$ cat src/rtl/fetch_pc_queue.sv
module fetch_pc_queue #(
  parameter int ADDR_W = 32,
  parameter int LANES  = 4,
  parameter int PTR_W  = 2,
  parameter int BST_W  = 3,
  parameter int UPD_W  = 3
) (
  input  logic              clk,
  input  logic              rst_n,
  input  logic              redir_valid,
  input  logic [ADDR_W-1:0] redir_addr,
  output logic              redir_ready,
  output logic              pred_valid,
  input  logic              pred_ready,
  output logic [ADDR_W-1:0] pred_prev_pc,
  output logic [ADDR_W-1:0] pred_cur_pc,
  output logic              pred_cur_dst,
  input  logic [ADDR_W-1:0] pred_next_pc,
  input  logic              pred_next_dst,
  input  logic [LANES-1:0]  pred_lane_en,
  output logic              fetch_valid,
  input  logic              fetch_ready,
  output logic [ADDR_W-1:0] fetch_addr,
  output logic [LANES-1:0]  fetch_lane_en,
  output logic              fetch_dst,
  output logic [PTR_W-1:0]  fetch_iptr,
  output logic [BST_W-1:0]  fetch_bstate,
  output logic [UPD_W-1:0]  fetch_upd_id
);

  localparam logic [LANES-1:0] FIRST_LANE = LANES'(1);

  logic              c_v, n_v, nn_v;
  logic [ADDR_W-1:0] c_a, n_a, nn_a;
  logic              c_d, n_d, nn_d;
  logic [LANES-1:0]  c_e, n_e;

  logic              c_v_d, n_v_d, nn_v_d;
  logic [ADDR_W-1:0] c_a_d, n_a_d, nn_a_d;
  logic              c_d_d, n_d_d, nn_d_d;
  logic [LANES-1:0]  c_e_d, n_e_d;

  logic redir_fire, pred_fire, fetch_fire;

  assign redir_ready  = 1'b1;
  assign redir_fire   = redir_valid & redir_ready;

  assign pred_valid   = n_v & ~nn_v;
  assign pred_fire    = pred_valid & pred_ready;
  assign pred_prev_pc = c_a;
  assign pred_cur_pc  = n_a;
  assign pred_cur_dst = n_d;

  assign fetch_valid   = c_v;
  assign fetch_fire    = fetch_valid & fetch_ready;
  assign fetch_addr    = c_a;
  assign fetch_lane_en = c_e;
  assign fetch_dst     = c_d;
  assign fetch_iptr    = '0;
  assign fetch_bstate  = '0;
  assign fetch_upd_id  = '0;

  always_comb begin
    c_v_d = c_v;   c_a_d = c_a;   c_d_d = c_d;   c_e_d = c_e;
    n_v_d = n_v;   n_a_d = n_a;   n_d_d = n_d;   n_e_d = n_e;
    nn_v_d = nn_v; nn_a_d = nn_a; nn_d_d = nn_d;

    if (pred_fire) begin
      nn_v_d = 1'b1;
      nn_a_d = pred_next_pc;
      nn_d_d = pred_next_dst;
      n_e_d  = pred_lane_en;
    end

    if (fetch_fire)
      c_v_d = 1'b0;

    if (!c_v_d && n_v_d && nn_v_d) begin
      c_v_d  = 1'b1;
      c_a_d  = n_a_d;
      c_d_d  = n_d_d;
      c_e_d  = n_e_d;
      n_a_d  = nn_a_d;
      n_d_d  = nn_d_d;
      nn_v_d = 1'b0;
    end

    if (redir_fire) begin
      c_v_d  = 1'b0;
      n_v_d  = 1'b1;
      n_a_d  = redir_addr;
      n_d_d  = 1'b0;
      n_e_d  = FIRST_LANE;
      nn_v_d = 1'b0;
    end
  end

  always_ff @(posedge clk) begin
    if (!rst_n) begin
      c_v  <= 1'b0;
      n_v  <= 1'b0;
      nn_v <= 1'b0;
    end else begin
      c_v  <= c_v_d;
      n_v  <= n_v_d;
      nn_v <= nn_v_d;
    end
  end

  always_ff @(posedge clk) begin
    c_a  <= c_a_d;  c_d  <= c_d_d;  c_e <= c_e_d;
    n_a  <= n_a_d;  n_d  <= n_d_d;  n_e <= n_e_d;
    nn_a <= nn_a_d; nn_d <= nn_d_d;
  end


  redirect_lands_chk: assert property (@(posedge clk) disable iff (!rst_n)
    redir_valid |=> (pred_valid && !fetch_valid && !pred_cur_dst
                     && pred_cur_pc == $past(redir_addr)));


  fetch_hold_chk: assert property (@(posedge clk) disable iff (!rst_n)
    (fetch_valid && !fetch_ready && !redir_valid) |=>
      (fetch_valid && $stable(fetch_addr) && $stable(fetch_lane_en)));


  mask_follows_chk: assert property (@(posedge clk) disable iff (!rst_n)
    (pred_valid && pred_ready && !fetch_valid && !redir_valid) |=>
      (fetch_valid && fetch_addr == $past(pred_cur_pc)
       && fetch_lane_en == $past(pred_lane_en)));


  shift_chk: assert property (@(posedge clk) disable iff (!rst_n)
    (pred_valid && pred_ready && !fetch_valid && !redir_valid) |=>
      (pred_valid && pred_cur_pc == $past(pred_next_pc)
       && pred_cur_dst == $past(pred_next_dst)));


  pred_feeds_fetch_chk: assert property (@(posedge clk) disable iff (!rst_n)
    (pred_valid && pred_ready && !redir_valid) |=> fetch_valid);


  redirect_wins_chk: assert property (@(posedge clk) disable iff (!rst_n)
    (redir_valid && (pred_ready || fetch_ready)) |=> !fetch_valid);

endmodule

$ cat config.mk
export PLATFORM = sky130hd
export DESIGN_NAME = fetch_pc_queue
export DESIGN_NICKNAME = d
export VERILOG_FILES = /design/src/rtl/fetch_pc_queue.sv
export SDC_FILE = /design/constraint.sdc
export NUM_CORES = 1
export LEC_CHECK = 0
export BUFFER_PORTS_ARGS = -buffer_cell sky130_fd_sc_hd__clkbuf_2
export CAP_MARGIN = 10
export CELL_PAD_IN_SITES_DETAIL_PLACEMENT = 0
export CELL_PAD_IN_SITES_GLOBAL_PLACEMENT = 1
export CORE_UTILIZATION = 39
export CTS_BUF_LIST = sky130_fd_sc_hd__clkbuf_16
export DETAILED_ROUTE_END_ITERATION = 10
export HOLD_SLACK_MARGIN = 0.02
export PLACE_DENSITY = 0.95
export REMOVE_ABC_BUFFERS = 1
export SLEW_MARGIN = 20
export SYNTH_ARGS = -nofsm -noshare
export SYNTH_HDL_FRONTEND = slang
export SYNTH_SLANG_ARGS = --single-unit
export TNS_END_PERCENT = 10
$ cat constraint.sdc
create_clock -name clk -period 5.8 [get_ports clk]
set_clock_uncertainty 0.15 [all_clocks]
set_input_delay 1.16 -clock clk [delete_from_list [all_inputs] [get_ports clk]]
set_output_delay 1.16 -clock clk [all_outputs]
set_load 0.05 [all_outputs]
==> metrics.md <==
| Metric | Value |
|---|---|
| DRT Pass-1 Iters | `4` |
| Adder-cell share of the synthesized area | `0%` |
| # clock sinks | `110` |
| Layout cells sized above 1 | `between 30% and 40%` |
| Die Wd | `roughly 110 microns` |
| Mux contribution to synthesized area | `1.10%` |
| CTS root buf | `clkbuf_16` |
| Post-DP Area | `5080 sq um` |
| Post-synthesis compound-gate area fraction | `8.19%` |
| Vias in the first global route | `2,884` |
| Top cells by count, synth | `nand2_1, edfxtp_1, a21oi_1` |
| GRT busiest layer | `met2` |
| Synth async-reset ratio | `0%` |
| Worst rel slew slack | `39.3%` |
| Grt met3 use | `a little under 4%` |
| Fillers | `1,016` |
| Post-route cell area | `5360 sq um` |
| Rows | `38` |
| Yosys cell types | `26` |
| Post-synthesis sequential area ratio | `65.3%` |
| Total vias in the final route | `3,130` |
| Post-synth EDFFs | `between 60 and 70` |
| Synth area leaders | `edfxtp_1, dfxtp_1, nand2_1` |
| Slowest stage cell, crit path | `nand2b_2` |
| Peak supply drop | `between 0.1 and 0.15 mV` |
| First-pass GRT wire length | `13,400 microns` |
| Post-Synth Simple-Gate Area | `~15%` |
| Yosys Warn Count | `0` |
| CTS tree | `done` |
| Hpwl dp | `6050 microns` |
| Clock buffer count from CTS | `9` |
| Critical path class | `in -> reg` |
| DRC | `0` |
| Largest net degree at the start of global routing | `73` |
| CTS Hold Bufs | `0` |
| Maximum clock frequency | `356 MHz` |
| Worst setup SP type | `input pin` |
| Static leakage | `between 2 and 2.5 nW` |
| CTS resizes | `0` |
| Total negative slack | `0 ns` |
| Die area | `11,800 sq um` |
| Clk_lat worst skew | `0.34 ns` |
| GRT overflow | `0` |
| Synthesized area per cell | `roughly 11 sq um` |
| CP cell instances | `clkbuf_2 -> buf_4 -> nand2b_2` |
| Initial antenna violation count | `0` |
| Final worst path period need | `2.81 ns` |
| Routed WL per cell | `13.1 microns` |
| Crit. End Element | `flop` |
| Place WS | `roughly 2.6 ns` |
| Final setup fails | `0` |
| Yosys top cell area share | `46.8%` |
| Dominant synthesized flop cell | `edfxtp_1` |
| Largest area contributor in the netlist | `edfxtp_1` |
| Vias/cell | `4.65` |
| CTS clock-pin slew for the worst setup and hold paths | `0.07 ns` |
| Ant. Diodes | `0` |
| Worst path max stage delay | `0.83 ns` |
| Core area | `between 10,000 and 15,000 sq um` |
| Worst EP required | `5.61 ns` |
| Post-synthesis xor/xnor area fraction | `0%` |
| Final clock period utilization by the worst path | `48.4%` |
| Initial DRC Count | `62` |
| Yosys reg bits | `110` |
| Clk buf depth | `2` |
| Outcome | `completed` |
| CP Data Arrival Time | `between 2 and 3 ns` |
| Final Wtd Congestion | `between 0.7 and 0.8` |
| Post-CTS setup buffers | `0` |
| Setup ws final | `2.99 ns` |
| Worst Tran Pin Value | `about 0.91 ns` |
| PwrDens | `~350 nW/um^2` |
| Worst Path Max Fanout | `72` |
| Final net count | `602` |
| Htree depth | `3` |
| Cells on worst reg2reg path | `2` |
| RSZ-0062 raised after global routing | `no` |
| Die height | `between 100 and 150 microns` |
| Hold-critical path depth | `2` |
| Drt total wl | `between 8000 and 9000 microns` |
| I/O Buffers | `177` |
| Grt met2 use | `26.0%` |
| Worst Hold Class | `reg -> reg` |
| Max-slew violation count | `0` |
| Synthesis-to-layout area growth | `21.1%` |
| Max Cap Violations | `0` |
| Final hold vios | `0` |
| Starting density of the core | `40.5%` |
| Cells after Synth | `approximately 400` |
| GRT Util Overall | `14.8%` |
| Num ports | `187` |
| Largest family of logic cells by synthesized area | `simple AND/OR/NAND/NOR gates` |
| Post-Syn Area | `~4400 sq um` |
| Final ANT Viol Nets | `0` |
| Met1 usage | `18.0%` |
| Most common cell in the netlist | `nand2_1` |
final timing paths:
kind                             startpoint              to  slack, ns
worst max register to register         nn_v  pred_cur_pc[3]       3.80
worst min register to register     nn_a[17]        nn_a[17]       0.29
worst min-delay path               nn_a[17]        nn_a[17]       0.29
worst max-delay path            redir_valid  pred_cur_pc[3]       2.99
worst max-delay path, delay by kind of cell:
kind / cells / cell delay, ns
and+or+nand+nor: 1 / 0.83
buffers and inverters: 2 / 0.57
logic make-up after synthesis:
kind of cell | after synthesis
multiplexers | 4
AO/OA/AOI/OAI | 70
flip-flops | 110
AND/OR/NAND/NOR | 143
other | 2
buffers and inverters | 63
where the power goes:
group          total (mW)  leakage, nW  internal, mW  switching (mW)
Combinational       0.372         1.31        0.0884           0.283
Clock               0.568        0.141         0.295           0.273
Sequential          0.962         1.00         0.929          0.0330
Total                1.90         2.45          1.31           0.590
cell type report:
type | instances | area (sq um) | area share (%)
clock buffer | 9 | 225 | 4.20
tap | 140 | 175 | 3.27
timing repair buffer | 178 | 893 | 16.7
inverter | 3 | 11.3 | 0.210
clock inverter | 7 | 50.0 | 0.933
multi-input combinational | 226 | 1110 | 20.8
sequential | 110 | 2890 | 54.0
per-layer routing:
metal / vias to the layer above / part of all wire, % / wire (microns)
met1: 1444 / 44 / 3830
met4: 0 / 0.76 / 67
met3: 8 / 6.2 / 545
met2: 136 / 50 / 4360
met5: - / 0 / 0
li1: 1542 / - / -
sequential cells by signal (all words and copies together), names as in the netlist:
register / flops
fetch_valid: 1
pred_cur_dst: 1
fetch_dst: 1
nn_v: 1
n_e: 4
fetch_addr: 32
n_v: 1
nn_d: 1
pred_cur_pc: 32
fetch_lane_en: 4
nn_a: 32
placed cells by master, fill, tap and decap left out:
cell / count
o211ai_1: 1
or2_1: 1
o21ai_0: 1
nand3b_4: 1
nand2b_1: 2
clkinv_4: 1
a21oi_1: 65
a221oi_1: 1
o21a_1: 1
clkinv_1: 1
nor2b_1: 36
inv_8: 1
mux2_2: 3
dfxtp_1: 41
inv_2: 1
a22o_1: 1
conb_1: 9
inv_6: 2
nand2b_2: 1
nand2_1: 97
nor2_1: 2
inv_1: 3
clkinv_2: 1
clkbuf_2: 177
and3b_4: 1
and2_1: 1
nor3_1: 1
buf_4: 1
mux2_4: 1
clkbuf_16: 9
edfxtp_1: 69
stage by stage:
step / hold WS, ns / total power, mW / instances / util [%]
after CTS: 0.298 / 1.92 / 673 / 49.0
after detailed placement: 0.281 / 1.35 / 657 / 46.5
after global placement: 0.276 / 1.34 / 657 / 46.5
after global routing: 0.307 / 1.99 / 673 / 49.0
after floorplan: 0.267 / 1.25 / 339 / -
final: 0.294 / 1.90 / 673 / 49.0
No activity file was read; power rests on OpenSTA's default activity.
